<file path="config.mk">
export PLATFORM = sky130hd
export DESIGN_NAME = eeprom_addr_loader
export DESIGN_NICKNAME = d
export VERILOG_FILES = /design/src/rtl/eal_pkg.sv /design/src/rtl/eal_sclk_gen.sv /design/src/rtl/eal_read_engine.sv /design/src/rtl/eal_addr_lanes.sv /design/src/rtl/eeprom_addr_loader.sv
export SDC_FILE = /design/constraint.sdc
export NUM_CORES = 1
export LEC_CHECK = 0
export BUFFER_PORTS_ARGS = -buffer_cell sky130_fd_sc_hd__buf_2
export CELL_PAD_IN_SITES_DETAIL_PLACEMENT = 0
export CELL_PAD_IN_SITES_GLOBAL_PLACEMENT = 1
export CORE_ASPECT_RATIO = 0.6
export CORE_MARGIN = 4
export CORE_UTILIZATION = 52
export CTS_BUF_LIST = sky130_fd_sc_hd__clkbuf_4
export CTS_CLUSTER_SIZE = 30
export DETAILED_ROUTE_END_ITERATION = 8
export GPL_TIMING_DRIVEN = 0
export PLACE_DENSITY_LB_ADDON = 0.1
export SLEW_MARGIN = 5
export SYNTH_ARGS = -nofsm -noshare
export SYNTH_HDL_FRONTEND = slang
export SYNTH_SLANG_ARGS = --single-unit
</file>
<file path="constraint.sdc">
create_clock -name clk_i -period 3.5 [get_ports clk_i]
set_input_delay 0.35 -clock clk_i [delete_from_list [all_inputs] [get_ports clk_i]]
set_output_delay 0.35 -clock clk_i [all_outputs]
set_load 0.005 [all_outputs]
</file>
<file path="src/rtl/eal_pkg.sv">
package eal_pkg;
  localparam int unsigned OPC_W  = 2;
  localparam logic [1:0]  OPC_RD = 2'b10;
  localparam int unsigned BYTE_W = 8;

  typedef enum logic [1:0] {LD_START, LD_SIG, LD_BYTE, LD_IDLE} ld_state_e;
  typedef enum logic [1:0] {SH_IDLE, SH_RUN, SH_GAP} sh_state_e;
endpackage

</file>
<file path="src/rtl/eal_sclk_gen.sv">
module eal_sclk_gen #(
  parameter int unsigned CLK_DIV = 2
) (
  input  logic clk_i,
  input  logic rst_ni,
  input  logic en_i,
  output logic sk_o,
  output logic rise_o,
  output logic fall_o
);
  localparam int unsigned CNT_W = (CLK_DIV > 1) ? $clog2(CLK_DIV) : 1;

  logic [CNT_W-1:0] cnt_q;
  logic             sk_q;
  logic             tick;

  assign tick = en_i && (cnt_q == CNT_W'(CLK_DIV - 1));

  always_ff @(posedge clk_i or negedge rst_ni) begin
    if (!rst_ni) begin
      cnt_q <= '0;
      sk_q  <= 1'b0;
    end else if (!en_i) begin
      cnt_q <= '0;
      sk_q  <= 1'b0;
    end else if (tick) begin
      cnt_q <= '0;
      sk_q  <= ~sk_q;
    end else begin
      cnt_q <= cnt_q + CNT_W'(1);
    end
  end

  assign sk_o   = sk_q;
  assign rise_o = tick & ~sk_q;
  assign fall_o = tick & sk_q;
endmodule

</file>
<file path="src/rtl/eal_read_engine.sv">
module eal_read_engine
  import eal_pkg::*;
#(
  parameter int unsigned CLK_DIV = 2,
  parameter int unsigned AW      = 7
) (
  input  logic              clk_i,
  input  logic              rst_ni,
  input  logic              abort_i,
  input  logic              req_i,
  input  logic [AW-1:0]     addr_i,
  output logic              idle_o,
  output logic              done_o,
  output logic [BYTE_W-1:0] data_o,
  output logic              cs_o,
  output logic              sk_o,
  output logic              di_o,
  input  logic              do_i
);
  localparam int unsigned CMD_W       = 1 + OPC_W + AW;
  localparam int unsigned FRAME_RISES = CMD_W + 1 + BYTE_W;
  localparam int unsigned RC_W        = $clog2(FRAME_RISES + 1);
  localparam int unsigned GAP_CYC     = 2 * CLK_DIV;
  localparam int unsigned GAP_W       = $clog2(GAP_CYC + 1);

  sh_state_e          state_q;
  logic [RC_W-1:0]    rc_q;
  logic [CMD_W-1:0]   sr_q;
  logic [BYTE_W-1:0]  shin_q;
  logic [GAP_W-1:0]   gap_q;
  logic               cs_q, di_q, done_q;
  logic               sk_en, sk_rise, sk_fall;
  logic [CMD_W-1:0]   cmd;

  assign cmd   = {1'b1, OPC_RD, addr_i};
  // gate on abort so the clock drops in the same edge as chip select
  assign sk_en = (state_q == SH_RUN) && !abort_i;

  eal_sclk_gen #(.CLK_DIV(CLK_DIV)) u_sclk (
    .clk_i  (clk_i),
    .rst_ni (rst_ni),
    .en_i   (sk_en),
    .sk_o   (sk_o),
    .rise_o (sk_rise),
    .fall_o (sk_fall)
  );

  always_ff @(posedge clk_i or negedge rst_ni) begin
    if (!rst_ni) begin
      state_q <= SH_IDLE;
      rc_q    <= '0;
      sr_q    <= '0;
      shin_q  <= '0;
      gap_q   <= '0;
      cs_q    <= 1'b0;
      di_q    <= 1'b0;
      done_q  <= 1'b0;
    end else begin
      done_q <= 1'b0;
      if (abort_i) begin
        // an aborted frame still owes the memory its deselect gap
        cs_q    <= 1'b0;
        di_q    <= 1'b0;
        rc_q    <= '0;
        gap_q   <= '0;
        state_q <= (state_q == SH_IDLE) ? SH_IDLE : SH_GAP;
      end else begin
        unique case (state_q)
          SH_IDLE: if (req_i) begin
            cs_q    <= 1'b1;
            di_q    <= cmd[CMD_W-1];
            sr_q    <= {cmd[CMD_W-2:0], 1'b0};
            rc_q    <= '0;
            state_q <= SH_RUN;
          end
          SH_RUN: begin
            if (sk_rise) begin
              rc_q <= rc_q + RC_W'(1);
              if (rc_q >= RC_W'(CMD_W + 1)) shin_q <= {shin_q[BYTE_W-2:0], do_i};
            end
            if (sk_fall) begin
              if (rc_q == RC_W'(FRAME_RISES)) begin
                cs_q    <= 1'b0;
                di_q    <= 1'b0;
                gap_q   <= '0;
                state_q <= SH_GAP;
              end else if (rc_q < RC_W'(CMD_W)) begin
                di_q <= sr_q[CMD_W-1];
                sr_q <= {sr_q[CMD_W-2:0], 1'b0};
              end else begin
                di_q <= 1'b0;
              end
            end
          end
          SH_GAP: begin
            if (gap_q == GAP_W'(GAP_CYC - 1)) begin
              state_q <= SH_IDLE;
              done_q  <= 1'b1;
            end else begin
              gap_q <= gap_q + GAP_W'(1);
            end
          end
          default: state_q <= SH_IDLE;
        endcase
      end
    end
  end

  assign idle_o = (state_q == SH_IDLE);
  assign done_o = done_q;
  assign data_o = shin_q;
  assign cs_o   = cs_q;
  assign di_o   = di_q;
endmodule

</file>
<file path="src/rtl/eal_addr_lanes.sv">
module eal_addr_lanes #(
  parameter int unsigned NUM_BYTES = 6,
  parameter int unsigned IDX_W     = 3
) (
  input  logic                   clk_i,
  input  logic                   rst_ni,
  input  logic                   we_i,
  input  logic [IDX_W-1:0]       sel_i,
  input  logic [7:0]             byte_i,
  output logic [NUM_BYTES*8-1:0] addr_o
);
  for (genvar g = 0; g < NUM_BYTES; g++) begin : g_lane
    logic [7:0] lane_q;
    always_ff @(posedge clk_i or negedge rst_ni) begin
      if (!rst_ni)                               lane_q <= '0;
      else if (we_i && sel_i == IDX_W'(g))       lane_q <= byte_i;
    end
    assign addr_o[g*8 +: 8] = lane_q;
  end
endmodule

</file>
<file path="src/rtl/eeprom_addr_loader.sv">
module eeprom_addr_loader
  import eal_pkg::*;
#(
  parameter int unsigned CLK_DIV   = 2,
  parameter int unsigned MEM_AW    = 7,
  parameter int unsigned NUM_BYTES = 6,
  parameter logic [7:0]  SIG_BYTE  = 8'hA5
) (
  input  logic                   clk_i,
  input  logic                   rst_ni,
  input  logic                   soft_rst_i,
  input  logic                   ee_do_i,
  output logic                   ee_cs_o,
  output logic                   ee_sk_o,
  output logic                   ee_di_o,
  output logic                   busy_o,
  output logic                   done_o,
  output logic                   loaded_o,
  output logic [NUM_BYTES*8-1:0] station_addr_o
);
  localparam int unsigned IDX_W = (NUM_BYTES > 1) ? $clog2(NUM_BYTES) : 1;

  ld_state_e         state_q;
  logic [IDX_W-1:0]  idx_q;
  logic [MEM_AW-1:0] raddr_q;
  logic              req_q, loaded_q, done_q;
  logic              rd_idle, rd_done;
  logic [7:0]        rd_data;
  logic              lane_we;

  eal_read_engine #(.CLK_DIV(CLK_DIV), .AW(MEM_AW)) u_eng (
    .clk_i   (clk_i),
    .rst_ni  (rst_ni),
    .abort_i (soft_rst_i),
    .req_i   (req_q),
    .addr_i  (raddr_q),
    .idle_o  (rd_idle),
    .done_o  (rd_done),
    .data_o  (rd_data),
    .cs_o    (ee_cs_o),
    .sk_o    (ee_sk_o),
    .di_o    (ee_di_o),
    .do_i    (ee_do_i)
  );

  always_ff @(posedge clk_i or negedge rst_ni) begin
    if (!rst_ni) begin
      state_q  <= LD_START;
      idx_q    <= '0;
      raddr_q  <= '0;
      req_q    <= 1'b0;
      loaded_q <= 1'b0;
      done_q   <= 1'b0;
    end else begin
      req_q  <= 1'b0;
      done_q <= 1'b0;
      if (soft_rst_i) begin
        state_q  <= LD_START;
        loaded_q <= 1'b0;
        idx_q    <= '0;
      end else begin
        unique case (state_q)
          LD_START: begin
            loaded_q <= 1'b0;
            idx_q    <= '0;
            // wait out any deselect gap left by an aborted frame
            if (rd_idle) begin
              raddr_q <= '0;
              req_q   <= 1'b1;
              state_q <= LD_SIG;
            end
          end
          LD_SIG: if (rd_done) begin
            if (rd_data == SIG_BYTE) begin
              raddr_q <= MEM_AW'(1);
              req_q   <= 1'b1;
              state_q <= LD_BYTE;
            end else begin
              done_q  <= 1'b1;
              state_q <= LD_IDLE;
            end
          end
          LD_BYTE: if (rd_done) begin
            if (idx_q == IDX_W'(NUM_BYTES - 1)) begin
              loaded_q <= 1'b1;
              done_q   <= 1'b1;
              state_q  <= LD_IDLE;
            end else begin
              idx_q   <= idx_q + IDX_W'(1);
              raddr_q <= raddr_q + MEM_AW'(1);
              req_q   <= 1'b1;
            end
          end
          default: ;
        endcase
      end
    end
  end

  assign lane_we = (state_q == LD_BYTE) && rd_done && !soft_rst_i;

  eal_addr_lanes #(.NUM_BYTES(NUM_BYTES), .IDX_W(IDX_W)) u_lanes (
    .clk_i  (clk_i),
    .rst_ni (rst_ni),
    .we_i   (lane_we),
    .sel_i  (idx_q),
    .byte_i (rd_data),
    .addr_o (station_addr_o)
  );

  assign busy_o   = (state_q != LD_IDLE);
  assign done_o   = done_q;
  assign loaded_o = loaded_q;
endmodule

</file>
==> metrics.md <==
| Metric | Value |
|---|---|
| # diodes | 0 |
| # rows | 25 |
| Slew of the pin with the lowest slew margin | a little over 0.6 ns |
| Residual antenna-violating net count after detailed routing | 0 |
| Hold wc startpoint | ee_do_i |
| CTS tree | yes |
| Fin crit period | between 2 and 2.5 ns |
| Total core area | 0.00804 mm² |
| Yosys top cell area share | 0.542 |
| Dpl cells | between 500 and 600 |
| Initial antenna violation count | 1 |
| Arr. time, crit path | 2.75 ns |
| Worst Path Max Fanout | 10 |
| Outcome | completed |
| Mean routed wirelength per cell | approximately 17 µm |
| Finished Layout Cells | between 500 and 600 |
| Reg-to-Reg End | u_lanes.g_lane[0].lane_q[0] |
| P_leak | 0.00258 µW |
| Hold Path Sink | u_eng.data_o[0] |
| Die X | 127 µm |
| Final setup TNS | 0 ns |
| Unrepaired setup endpoints after global routing | no |
| CTS root buffer | clkbuf_4 |
| Max stage delay on crit path | 0.59 ns |
| CTS sink cnt | between 90 and 100 |
| Most common cell in the netlist | dfrtp_1 |
| CP required | 3.83 ns |
| CP cell instances | inv_1, ha_1, and3b_2, and2_1, nand2_1, mux2_2 |
| F_max | 413 MHz |
| Number of H-tree levels | 3 |
| Element type at the critical path end | flop |
| Asr flop ratio synth | 1.00 |
| Die Y | just under 80 µm |
| GRT Total Usage | 0.197 |
| Reg-to-reg critical path startpoint | state_q[0] |
| Number of global-route vias before repair | 2911 |
| Worst hold stages | 2 |
| Yosys reg bits | 95 |
| YS warnings | 0 |
| Max-cap violations | 0 |
| Min setup slack post-route | 1.08 ns |
| DP HPWL | 6.56 mm |
| Design area | 0.00500 mm² |
| Vias/cell | 5.57 |
| Routed wire length | 9.08 mm |
| Nets | ~430 |
| First-pass GRT wire length | 15.4 mm |
| Clock latency on the worst-skew pair | 0.44 ns |
| R2R setup slack | 1.08 ns |
| DRC errors left | 0 |
| Largest area contributor in the netlist | dfrtp_1 |
| Ports | 58 |
| Worst Setup Slack post-DPL | 1.14 ns |
| Synthesized area | between 0.004 and 0.005 mm² |
| CTS buffer count | 9 |
| Final Cycle Share | 0.691 |
| CTS max path bufs | 2 |
| CP Class | reg -> reg |
| WHS | 0.132 ns |
| Most frequent cells after synthesis | dfrtp_1, mux2_2, nor2_1 |
| Final clock skew | 0.0174 ns |
| Worst Path Buf+Inv | 1 |
| R2R cell count | 6 |
| DIE AREA | between 0.01 and 0.015 mm² |
| Area Overhead vs Synth | 14.0% |
| Worst path slowest cell | dfrtp_1 |
| Post-synth EDFFs | 0 |
| Startpoint types | flop |
| Clock-pin slew on the worst setup and hold paths | 0.15 ns |
| Post-Syn Area per Cell | 12.8 µm² |
| Ranking of synthesized cells by area | dfrtp_1, mux2_2, ha_1, nor2_1, a32o_1 |
| Sequential fraction of the synthesis area | 0.542 |
| DRT iter0 DRCs | 149 |
| Placed cell areas | just under 0.005 mm² |
| Hold WC Path Type | in -> reg |
| Drt pass-1 iters | 4 |
| Placer Congestion | a little over 0.8 |
| GRT overflow | 0 |
| Vias | 2930 |
| Initial core utilization | 0.545 |
| Worst slew margin | 0.592 |
| Synth Flop Type | dfrtp_1 |
| Largest net degree at the start of global routing | 69 |
| # port buffers | 57 |
| Syn_nets | between 300 and 400 |
| Distinct cells, synth | 62 |
| Setup violators final | 0 |
| Crit-path leading delay family | simple AND/OR/NAND/NOR gates |
| Cell count after synthesis | 343 |
| Share of post-route cells with drive strength above 1 | 0.385 |
| Final Hold Vio Count | 0 |
| Max VDD drop | about 0.24 mV |
| Fin. max-slew vios | 0 |
| Pwr/cell area | about 480 mW/mm² |
-- placed cells by master (no fill, tap or decap), drive strengths merged, types with 3 or more instances in the layout --
cell type / netlist / final
a21oi: 8 / 8
a32o: 7 / 7
and2: 4 / 4
and2b: 3 / 3
buf: 6 / 64
clkbuf: 3 / 12
clkinv: 0 / 4
dfrtp: 95 / 95
ha: 14 / 14
inv: 12 / 12
mux2: 71 / 71
nand2: 16 / 16
nand2b: 5 / 5
nand3: 13 / 13
nor2: 22 / 22
nor2b: 3 / 3
nor3: 5 / 5
nor3b: 4 / 4
o21ai: 10 / 10
-- metal layers --
metal  GRT usage  vias to the layer above  part of all wire
met3      0.0618                        7             0.075
met1       0.305                     1454              0.52
met5           0                        -           0.00077
li1            -                     1380                 -
met4      0.0418                        2            0.0051
met2       0.267                       87              0.40
-- state kept, by name, indices dropped and copies added (netlist names) --
register and flops:
u_eng.u_sclk.sk_o 1, u_eng.u_sclk.cnt_q 1, idx_q 3, u_eng.rc_q 5
u_eng.data_o 8, raddr_q 7, req_q 1, loaded_o 1
u_eng.gap_q 3, u_eng.done_o 1, done_o 1, u_eng.cs_o 1
u_eng.sr_q 9, u_eng.di_o 1, u_eng.state_q 2, state_q 2
u_lanes.g_lane.lane_q 48
-- power by group --
part	internal (µW)	switching (µW)
Sequential	1150	56.8
Combinational	231	311
Clock	284	354
-- layout make-up --
| type | count | area [µm²] |
|---|---|---|
| fill | 656 | 3040 |
| sequential | 95 | 2380 |
| multi-input combinational | 226 | 1900 |
| timing repair buffer | 59 | 325 |
| tap | 108 | 135 |
| clock inverter | 7 | 87.6 |
| clock buffer | 9 | 67.6 |
| buffer | 10 | 61.3 |
| inverter | 12 | 45.0 |
-- how the worst max path moves through the flow --
stage               start                     endpoint  slack (ns)  cells after the start
4_1_cts        state_q[0]  u_lanes.g_lane[0].lane_q[0]        1.10                      6
6_report       state_q[0]  u_lanes.g_lane[0].lane_q[0]        1.08                      6
2_1_floorplan  state_q[0]  u_lanes.g_lane[0].lane_q[0]        1.54                      6
5_1_grt        state_q[0]  u_lanes.g_lane[2].lane_q[4]        0.97                      6
3_5_place_dp   state_q[0]  u_lanes.g_lane[0].lane_q[0]        1.14                      6
3_3_place_gp       rst_ni  u_lanes.g_lane[2].lane_q[6]        1.15                      1
-- cell families (layout without fill, tap and decap cells) --
group           Yosys count  after routing  share of synthesized area
mux                      73             73                      0.187
simple gates             90             90                      0.112
fa+ha+maj                14             14                     0.0400
compound gates           47             47                     0.0908
flops                    95             95                      0.542
xor+xnor                  2              2                    0.00400
buf+inv                  22             97                     0.0243
-- stage by stage --
stage               utilization  total power [µW]
floorplan                     -              1620
global placement          0.598              1750
detailed placement        0.601              1760
CTS                       0.622              2410
global route              0.622              2530
finish                    0.622              2380
-- what timing repair did --
item | CTS | global route
gates resized for setup | 0 | 0
buffers inserted | 0 | 0
hold endpoints to repair | 27 | 0
hold buffers | 1 | 0
No activity file was read; power rests on OpenSTA's default activity.
